## config.mk

```make
export PLATFORM = sky130hd
export DESIGN_NAME = ycc_to_rgb
export DESIGN_NICKNAME = d
export VERILOG_FILES = /design/src/rtl/ycc_pkg.sv /design/src/rtl/ycc_range_gain.sv /design/src/rtl/ycc_matrix.sv /design/src/rtl/ycc_clamp.sv /design/src/rtl/ycc_to_rgb.sv
export SDC_FILE = /design/constraint.sdc
export NUM_CORES = 2
export LEC_CHECK = 0
export CORE_ASPECT_RATIO = 0.75
export CORE_MARGIN = 2
export CORE_UTILIZATION = 30
export CTS_CLUSTER_DIAMETER = 200
export DETAILED_ROUTE_END_ITERATION = 6
export PLACE_DENSITY = 0.51
export SLEW_MARGIN = 0
export SYNTH_ARGS = -nofsm -noshare
export SYNTH_HDL_FRONTEND = slang
export SYNTH_SLANG_ARGS = --single-unit
```

## constraint.sdc

```tcl
create_clock -name clk -period 9.9 [get_ports clk]
set_clock_uncertainty 0.1 [all_clocks]
set_input_delay 0.99 -clock clk [delete_from_list [all_inputs] [get_ports clk]]
set_output_delay 0.99 -clock clk [all_outputs]
set_load 0.03 [all_outputs]
```

## src/rtl/ycc_pkg.sv

```systemverilog
package ycc_pkg;

    typedef enum logic {
        RANGE_STUDIO = 1'b0,
        RANGE_FULL   = 1'b1
    } range_mode_e;

    // All coefficients carry COEF_FRAC fractional bits
    localparam int COEF_FRAC  = 10;
    localparam int K_CR_TO_R  = 1404;
    localparam int K_CB_TO_G  = 345;
    localparam int K_CR_TO_G  = 715;
    localparam int K_CB_TO_B  = 1774;

    // Full-swing compression factors and studio black level
    localparam int K_FULL_Y   = 879;
    localparam int K_FULL_C   = 900;
    localparam int BLACK_LVL  = 16;

endpackage

```

## src/rtl/ycc_range_gain.sv

```systemverilog
module ycc_range_gain
    import ycc_pkg::*;
#(
    parameter int DW     = 8,
    parameter int GAIN_W = 8,
    localparam int G_W   = DW + COEF_FRAC + 4
) (
    input  logic                  clk,
    input  logic                  rst,
    input  logic                  en,
    input  logic                  full_range,
    input  logic [DW-1:0]         y,
    input  logic [DW-1:0]         cb,
    input  logic [DW-1:0]         cr,
    input  logic [GAIN_W-1:0]     gain_y,
    input  logic [GAIN_W-1:0]     gain_c,
    output logic                  vld,
    output logic signed [G_W-1:0] yq,
    output logic signed [G_W-1:0] cbq,
    output logic signed [G_W-1:0] crq
);

    localparam int S_W = DW + COEF_FRAC + 2;
    localparam int P_W = S_W + GAIN_W + 1;
    localparam logic signed [S_W-1:0] MID     = S_W'(1 << (DW - 1));
    localparam logic signed [S_W-1:0] BLACK_Q = S_W'(BLACK_LVL << COEF_FRAC);
    localparam logic signed [S_W-1:0] KFY     = S_W'(K_FULL_Y);
    localparam logic signed [S_W-1:0] KFC     = S_W'(K_FULL_C);
    localparam logic [GAIN_W-1:0]     UNITY   = GAIN_W'(1 << (GAIN_W - 1));

    range_mode_e mode;
    logic signed [S_W-1:0] y_ext, cb_ext, cr_ext;
    logic signed [S_W-1:0] ys, cbs, crs;

    assign mode   = range_mode_e'(full_range);
    assign y_ext  = $signed({{(S_W-DW){1'b0}}, y});
    assign cb_ext = $signed({{(S_W-DW){1'b0}}, cb}) - MID;
    assign cr_ext = $signed({{(S_W-DW){1'b0}}, cr}) - MID;

    always_comb begin
        unique case (mode)
            RANGE_STUDIO: begin
                ys  = y_ext  <<< COEF_FRAC;
                cbs = cb_ext <<< COEF_FRAC;
                crs = cr_ext <<< COEF_FRAC;
            end
            RANGE_FULL: begin
                ys  = BLACK_Q + y_ext * KFY;
                cbs = cb_ext * KFC;
                crs = cr_ext * KFC;
            end
            default: begin
                ys  = '0;
                cbs = '0;
                crs = '0;
            end
        endcase
    end

    function automatic logic signed [G_W-1:0] scale(
        input logic signed [S_W-1:0] v,
        input logic [GAIN_W-1:0]     g
    );
        logic signed [P_W-1:0] p;
        p = P_W'(v) * $signed({{(P_W-GAIN_W){1'b0}}, g});
        return G_W'(p >>> (GAIN_W - 1));
    endfunction

    always_ff @(posedge clk) begin
        if (rst) begin
            vld <= 1'b0;
            yq  <= '0;
            cbq <= '0;
            crq <= '0;
        end else begin
            vld <= en;
            if (en) begin
                yq  <= scale(ys,  gain_y);
                cbq <= scale(cbs, gain_c);
                crq <= scale(crs, gain_c);
            end
        end
    end

    // studio luma at unity gain lands unchanged in Q10
    assert_unity_luma_R4: assert property (@(posedge clk) disable iff (rst)
        (en && !full_range && gain_y == UNITY)
        |=> (yq == ($signed({{(G_W-DW){1'b0}}, $past(y)}) <<< COEF_FRAC)));

endmodule

```

## src/rtl/ycc_matrix.sv

```systemverilog
module ycc_matrix
    import ycc_pkg::*;
#(
    parameter int DW    = 8,
    parameter int ACC_W = 34,
    localparam int G_W  = DW + COEF_FRAC + 4
) (
    input  logic                    clk,
    input  logic                    rst,
    input  logic                    en,
    input  logic signed [G_W-1:0]   yq,
    input  logic signed [G_W-1:0]   cbq,
    input  logic signed [G_W-1:0]   crq,
    output logic                    vld,
    output logic signed [ACC_W-1:0] acc_r,
    output logic signed [ACC_W-1:0] acc_g,
    output logic signed [ACC_W-1:0] acc_b
);

    localparam logic signed [ACC_W-1:0] KR  = ACC_W'(K_CR_TO_R);
    localparam logic signed [ACC_W-1:0] KGB = ACC_W'(K_CB_TO_G);
    localparam logic signed [ACC_W-1:0] KGR = ACC_W'(K_CR_TO_G);
    localparam logic signed [ACC_W-1:0] KB  = ACC_W'(K_CB_TO_B);

    logic signed [ACC_W-1:0] y_w, cb_w, cr_w;
    logic signed [ACC_W-1:0] sum_r, sum_g, sum_b;

    assign y_w  = ACC_W'(yq) <<< COEF_FRAC;
    assign cb_w = ACC_W'(cbq);
    assign cr_w = ACC_W'(crq);

    always_comb begin
        sum_r = y_w + KR * cr_w;
        sum_g = y_w - KGB * cb_w - KGR * cr_w;
        sum_b = y_w + KB * cb_w;
    end

    always_ff @(posedge clk) begin
        if (rst) begin
            vld   <= 1'b0;
            acc_r <= '0;
            acc_g <= '0;
            acc_b <= '0;
        end else begin
            vld <= en;
            if (en) begin
                acc_r <= sum_r;
                acc_g <= sum_g;
                acc_b <= sum_b;
            end
        end
    end

    // zero chroma leaves the three channel sums identical
    assert_grey_equal_R10: assert property (@(posedge clk) disable iff (rst)
        (en && cbq == '0 && crq == '0)
        |=> (acc_r == acc_g && acc_g == acc_b));

endmodule

```

## src/rtl/ycc_clamp.sv

```systemverilog
module ycc_clamp
    import ycc_pkg::*;
#(
    parameter int DW    = 8,
    parameter int ACC_W = 34
) (
    input  logic                    clk,
    input  logic                    rst,
    input  logic                    en,
    input  logic signed [ACC_W-1:0] acc,
    output logic [DW-1:0]           q
);

    localparam int SHIFT = 2 * COEF_FRAC;
    localparam logic signed [ACC_W-1:0] HALF = ACC_W'(64'sd1 <<< (SHIFT - 1));
    localparam logic signed [ACC_W-1:0] MAXV = ACC_W'((64'sd1 <<< DW) - 1);
    localparam logic signed [ACC_W-1:0] OVER = ACC_W'(64'sd1 <<< (SHIFT + DW));

    logic signed [ACC_W-1:0] rounded;
    logic [DW-1:0]           q_next;

    assign rounded = (acc + HALF) >>> SHIFT;

    always_comb begin
        if (rounded < 0)
            q_next = '0;
        else if (rounded > MAXV)
            q_next = '1;
        else
            q_next = rounded[DW-1:0];
    end

    always_ff @(posedge clk) begin
        if (rst)
            q <= '0;
        else if (en)
            q <= q_next;
    end

    // saturation at both ends
    assert_clamp_low_R5: assert property (@(posedge clk) disable iff (rst)
        (en && acc < -HALF) |=> (q == '0));
    assert_clamp_high_R5: assert property (@(posedge clk) disable iff (rst)
        (en && acc > OVER) |=> (q == '1));

endmodule

```

## src/rtl/ycc_to_rgb.sv

```systemverilog
module ycc_to_rgb
    import ycc_pkg::*;
#(
    parameter int DW     = 8,
    parameter int GAIN_W = 8,
    parameter int ACC_W  = 34
) (
    input  logic              clk,
    input  logic              rst,
    input  logic              in_valid,
    input  logic [DW-1:0]     in_y,
    input  logic [DW-1:0]     in_cb,
    input  logic [DW-1:0]     in_cr,
    input  logic              full_range,
    input  logic [GAIN_W-1:0] gain_y,
    input  logic [GAIN_W-1:0] gain_c,
    output logic              out_valid,
    output logic [DW-1:0]     out_r,
    output logic [DW-1:0]     out_g,
    output logic [DW-1:0]     out_b
);

    localparam int G_W   = DW + COEF_FRAC + 4;
    localparam int N_CH  = 3;
    localparam logic [DW-1:0]     MID_IN = DW'(1 << (DW - 1));
    localparam logic [GAIN_W-1:0] UNITY  = GAIN_W'(1 << (GAIN_W - 1));

    logic                    v1, v2;
    logic signed [G_W-1:0]   yq, cbq, crq;
    logic signed [ACC_W-1:0] acc_r, acc_g, acc_b;
    logic signed [ACC_W-1:0] acc_ch [N_CH];
    logic [DW-1:0]           q_ch   [N_CH];

    ycc_range_gain #(.DW(DW), .GAIN_W(GAIN_W)) u_stage1 (
        .clk        (clk),
        .rst        (rst),
        .en         (in_valid),
        .full_range (full_range),
        .y          (in_y),
        .cb         (in_cb),
        .cr         (in_cr),
        .gain_y     (gain_y),
        .gain_c     (gain_c),
        .vld        (v1),
        .yq         (yq),
        .cbq        (cbq),
        .crq        (crq)
    );

    ycc_matrix #(.DW(DW), .ACC_W(ACC_W)) u_stage2 (
        .clk   (clk),
        .rst   (rst),
        .en    (v1),
        .yq    (yq),
        .cbq   (cbq),
        .crq   (crq),
        .vld   (v2),
        .acc_r (acc_r),
        .acc_g (acc_g),
        .acc_b (acc_b)
    );

    assign acc_ch[0] = acc_r;
    assign acc_ch[1] = acc_g;
    assign acc_ch[2] = acc_b;

    for (genvar c = 0; c < N_CH; c++) begin : g_ch
        ycc_clamp #(.DW(DW), .ACC_W(ACC_W)) u_clamp (
            .clk (clk),
            .rst (rst),
            .en  (v2),
            .acc (acc_ch[c]),
            .q   (q_ch[c])
        );
    end

    always_ff @(posedge clk) begin
        if (rst)
            out_valid <= 1'b0;
        else
            out_valid <= v2;
    end

    assign out_r = q_ch[0];
    assign out_g = q_ch[1];
    assign out_b = q_ch[2];

    // three-clock strobe latency
    assert_valid_latency_R6: assert property (@(posedge clk) disable iff (rst)
        out_valid == $past(in_valid, 3));

    // outputs frozen on bubbles
    assert_hold_idle_R7: assert property (@(posedge clk) disable iff (rst)
        !out_valid |-> ($stable(out_r) && $stable(out_g) && $stable(out_b)));

    // neutral chroma in gives grey out
    assert_grey_out_R10: assert property (@(posedge clk) disable iff (rst)
        $past(in_valid && in_cb == MID_IN && in_cr == MID_IN, 3)
        |-> (out_r == out_g && out_g == out_b));

    // studio grey at unity gains reproduces luma
    assert_studio_pass_R2: assert property (@(posedge clk) disable iff (rst)
        $past(in_valid && !full_range && gain_y == UNITY && gain_c == UNITY
              && in_cb == MID_IN && in_cr == MID_IN, 3)
        |-> (out_r == $past(in_y, 3)));

endmodule

```

[After elaboration in Yosys (flattened, before gate mapping)]
Cells that the tools add are included.
Word-level totals
  register bits after elaboration: 195
  bits of input ports: 44
  output and inout port bits: 25
  logic and storage cells: 48
Cells by class
  add/sub/neg operators: 10
  $mul: 10
  order comparisons: 6
  muxes and demuxes: 9
  bitwise gates (word level): 1
Operators with widths (count)
  $pmux 20 s2: 3
  $add 34x21->34 const B: 3
  $mul 20x9->29: 3
  $add 32x34->34: 2
  $mul 11x22->33 const A: 2
  $mul 10x22->32 const A: 2
  $mux 8: 6
  $gt 14x9->1 const B: 3
  $lt 14x1->1 const B: 3
  $mul 20x9->18 const B: 2
  $sub 34x34->34: 1
  $sub 32x32->33: 1
  $add 16x20->20 const A: 1
  $mul 8x10->18 const B: 1
  $sub 8x8->9 const B: 2
  $not 1->1: 1

[Logic depth before layout (Yosys ltp)]
  depth after elaboration: 4
  gate-level depth with buffers: 40
  mapped depth without buffers: 40

[Modules after synthesis]
Synthesis repeated with hierarchy kept, for this count alone.
Unflattened totals
  cell total of the unflattened synthesis: 5458
  area total of the unflattened synthesis: 49572.5 um^2
Modules (own cells, without submodules)
  ycc_matrix: times used 1, cells each 2670, area each 25699.6 um^2, seq. area each 2001.9 um^2
  ycc_range_gain: times used 1, cells each 2573, area each 22093.7 um^2, seq. area each 1341.3 um^2
  ycc_clamp: times used 3, cells each 71, area each 581.8 um^2, seq. area each 160.2 um^2
  ycc_to_rgb: times used 1, cells each 2, area each 33.8 um^2, seq. area each 20.0 um^2

[Worst setup path after synthesis]
OpenSTA, ideal clock, no wires.
  path kind: in2reg
  start point: in in_y[5]
  end point: reg u_stage1.yq[20]
  setup time: 95 ps
  data arrival time: 9440 ps
  data required time: 9705 ps
  path slack: 265 ps
  cell stages on the path: 35
  buffers on the path: 0
  path through: fa_1 inv_1 fa_1 inv_1 fa_1 inv_1 fa_1 inv_1 ha_1 a2111oi_2 nor4_1 a2111oi_2 nor2_1 xnor2_1 ha_1 xor2_1 nand2_1 o21ai_0 nand2b_1 fa_1 inv_1 fa_1 fa_1 inv_1 fa_1 inv_1 ha_1 a2111oi_0 o21a_1 o21ba_2 o31ai_2 a21oi_1 nor2b_1 or4_1 o311ai_1
Between the ends
  longest elaborated chain between the ends: 4
RTL lines
  start: declaration: RTL line ycc_to_rgb.sv:11  | input logic [DW-1:0] in_y,
  $mul 8x10->18: RTL line ycc_range_gain.sv:48  | ys = BLACK_Q + y_ext * KFY;
  $add 16x20->20: RTL line ycc_range_gain.sv:48
  $pmux 20 s2 *: RTL line ycc_range_gain.sv:41  | unique case (mode)
  $mul 20x9->29 *: RTL line ycc_range_gain.sv:65  | p = P_W'(v) * $signed({{(P_W-GAIN_W){1'b0}}, g});
  end signal: assignment: RTL line ycc_range_gain.sv:78  | yq <= scale(ys, gain_y);
  end: declaration: RTL line ycc_range_gain.sv:18  | output logic signed [G_W-1:0] yq,
Every way passes the cells marked *; elsewhere a longest branch is shown, timed or not.
A chain may end at the register's enable or synchronous reset.

[Final worst setup path]
  start point: in in_y[3]
  end point: reg u_stage1.yq[20]
The elaborated chain is that of the path after synthesis.

==> flow_summary.yaml <==
clock_network:
  tritoncts: "done"
  clock-root-buffer: "clkbuf_16"
  cts_htree_levels: 4
  clockBufferDepth: 2
  cts.clk_slew.worst_paths_ns: 0.07
  cts_sinks: 138
  worstSkewPairLatency_ns: 0.49
  cts_buffers: 17
yosys:
  ys_seq_area_share_pct: 6.02
  synth_edf_count: 0
  synth_area_leaders: "fa_1 (34%), ha_1 (20%), inv_1 (9.6%)"
  synth_ff_type: "dfxtp_1"
  syn_avg_cell_area_sq_um: 9.04
  ys_ff_latch: 138
  synth_cell_types: 87
  syn_area_sq_um: 45900
  synth_area_leader_cell: "fa_1"
  synth_cells: 5072
  synthArstFlopShare_pct: 0
  yosysTopAreaCellShare_pct: 34.0
  syn-num-nets: 6644
  yosys_warnings: 0
place:
  hpwlAfterDp_microns: 101000
  io_buffer_count: 68
  place_area_sq_um: 50000
  dp.cells: 7226
  finalWeightedCongestion: 0.848
sta:
  slew_headroom_pct: 33.4
  clock.fmax_ghz: 0.105
  tightest_slew_ns: 0.998
  slew_viol_final: 0
  min_period_over_period_pct: 96.0
  min_period_ns: 9.50
  holdWs_ns: 0.395
  hold_viol: 0
  setup_violations: 0
setup_path:
  cp_data_arrival_time_ns: 9.77
  crit_path_max_incr_delay_ns: 0.56
  critPathKind: "input port to flop"
  cp_max_fo: 5
  r2r_cells: 30
  rrSetupSlack_ns: 1.51
  path_buf_inv: 11
  start_kind: "input port"
  critPathTopFamily: "adder cells"
  crit_path_end_kind: "flop"
  cp_slowest_cell: "fa_1"
  cp.required_ns: 10.17
  timing.rr.start: "u_stage1.crq[7]"
  r2r-end: "u_stage2.acc_r[30]"
finish:
  instances_no_fill: 7266
  final_cell_mix: "inv_1 (1,176), fa_1 (777), ha_1 (744)"
  finish.instance_area_sq_um: 50900
  drive_above_1_share_pct: 5.58
  syn2layout_area_growth_pct: 11.0
  num-nets-final: 6808
  final_common_cell: "inv_1"
die:
  initial_core_util_pct: 30.2
  fp.dieW_microns: 455
  ios: 69
  rows: 124
  die_y_microns: 343
  coreArea_sq_um: 152000
  dieArea_sq_um: 156000
routing:
  wl_microns: 119000
  vias: 33700
  ant_nets: 0
  avgRoutedWirePerCell_microns: 16.4
  route.detailed.drc: 0
  first_pass_iters: 4
  dr.first_iter.drc_count: 1555
  viasPerCell: 4.64
run_status:
  outcome: "completed"
global_routing:
  gr-total-overflow: 0
  first_global_vias: 35300
  grt_usage_pct: 15.6
  antenna_found_initial: 2
  grt_max_degree: 125
  grt_pass1_wl_microns: 196000
min_path:
  hold_end: "u_stage2.acc_g[33]"
  hold_depth: 2
  hold_class: "flop to flop"
  min_from: "u_stage2.acc_g[33]"
job:
  maxCapViolCount: 0
[through the flow]
stage | TNS, ns | setup slack, ns | utilization [%]
2_1_floorplan | 0 | 0.265 | -
3_3_place_gp | -2.83 | -0.492 | 32.9
3_5_place_dp | -3.85 | -0.608 | 32.9
4_1_cts | 0 | 0.000697 | 33.3
5_1_grt | -0.0576 | -0.0310 | 33.5
6_report | 0 | 0.397 | 33.5
[kinds of logic (layout without fill, tap and decap cells)]
logic type | after synthesis | count (layout) | synth area share, %
AOI/OAI and AO/OA | 645 | 645 | 9.11
xor gates and xnor gates | 262 | 262 | 5.00
adders and majority gates | 1528 | 1528 | 54.5
buffers and inverters | 1287 | 1464 | 10.5
DFF | 138 | 138 | 6.02
muxes | 112 | 112 | 2.49
other | 0 | 1 | 0
and+or+nand+nor | 1100 | 1100 | 12.4
[synthesized netlist by cell type, types with 19 or more instances]
library cell / count
dfxtp_1: 138
o21ai_0: 108
nand4_1: 21
fa_1: 780
ha_1: 748
a31oi_1: 20
o21bai_1: 19
nor2b_1: 94
nand2b_1: 66
o21a_1: 36
and2_1: 87
nand3_1: 116
nor3_1: 39
xor2_1: 93
xnor2_1: 169
a211oi_1: 25
a21o_1: 97
nor2_1: 250
and3_1: 147
a21oi_1: 208
clkbuf_1: 97
mux2i_1: 103
inv_1: 1176
nand2_1: 194
[final cells by class]
cell class | instances | area [sq um]
Fill cell | 15800 | 101000
Sequential cell | 138 | 2770
Tap cell | 2016 | 2520
Clock inverter | 15 | 216
Multi-Input combinational cell | 3647 | 38500
Timing Repair Buffer | 254 | 2100
Clock buffer | 17 | 425
Inverter | 1178 | 4420
Antenna cell | 1 | 2.50
[how the worst max path moves through the flow]
stage	endpoint	cells after the start	start	slack (ns)
6_report	u_stage1.yq[20]	38	in_y[3]	0.40
5_1_grt	u_stage1.yq[14]	37	in_y[3]	-0.03
4_1_cts	u_stage1.yq[20]	38	in_y[5]	0.0007
3_5_place_dp	u_stage1.yq[20]	37	in_y[5]	-0.61
3_3_place_gp	u_stage1.yq[20]	37	in_y[5]	-0.49
2_1_floorplan	u_stage1.yq[20]	35	in_y[5]	0.26
[routing by layer]
metal,GRT usage [%],vias to the layer above,part of all wire (%)
met3,1.43,60,3.0
met1,23.3,16700,52
met2,24.7,412,43
met5,0,-,0.020
met4,2.63,4,1.4
li1,-,16500,-
[timing repair]
action | in CTS | in global routing
setup endpoints to repair | 2 | 16
hold buffers | 0 | 0
pin swaps | 1 | 20
gates cloned | 0 | 0
gates resized for setup | 4 | 40
setup buffers | 2 | 5
[registers in the layout, indices dropped and copies added (netlist names)]
| name | count |
|---|---|
| u_stage2.acc_g | 15 |
| u_stage2.acc_b | 15 |
| u_stage1.cbq | 22 |
| u_stage1.crq | 22 |
| u_stage1.yq | 22 |
| u_stage2.acc_r | 15 |
| u_stage1.vld | 1 |
| g_ch.u_clamp.q | 24 |
| u_stage2.vld | 1 |
| out_valid | 1 |
[tightest hold or removal path, delay by kind of cell, from the launching register on]
| family | cells | cell delay, ns |
|---|---|---|
| DFF | 1 | 0.32 |
| and+or+nand+nor | 2 | 0.14 |
Power is not shown: default switching activity piles up to over one toggle a cycle in this logic, so the estimate is an artifact.
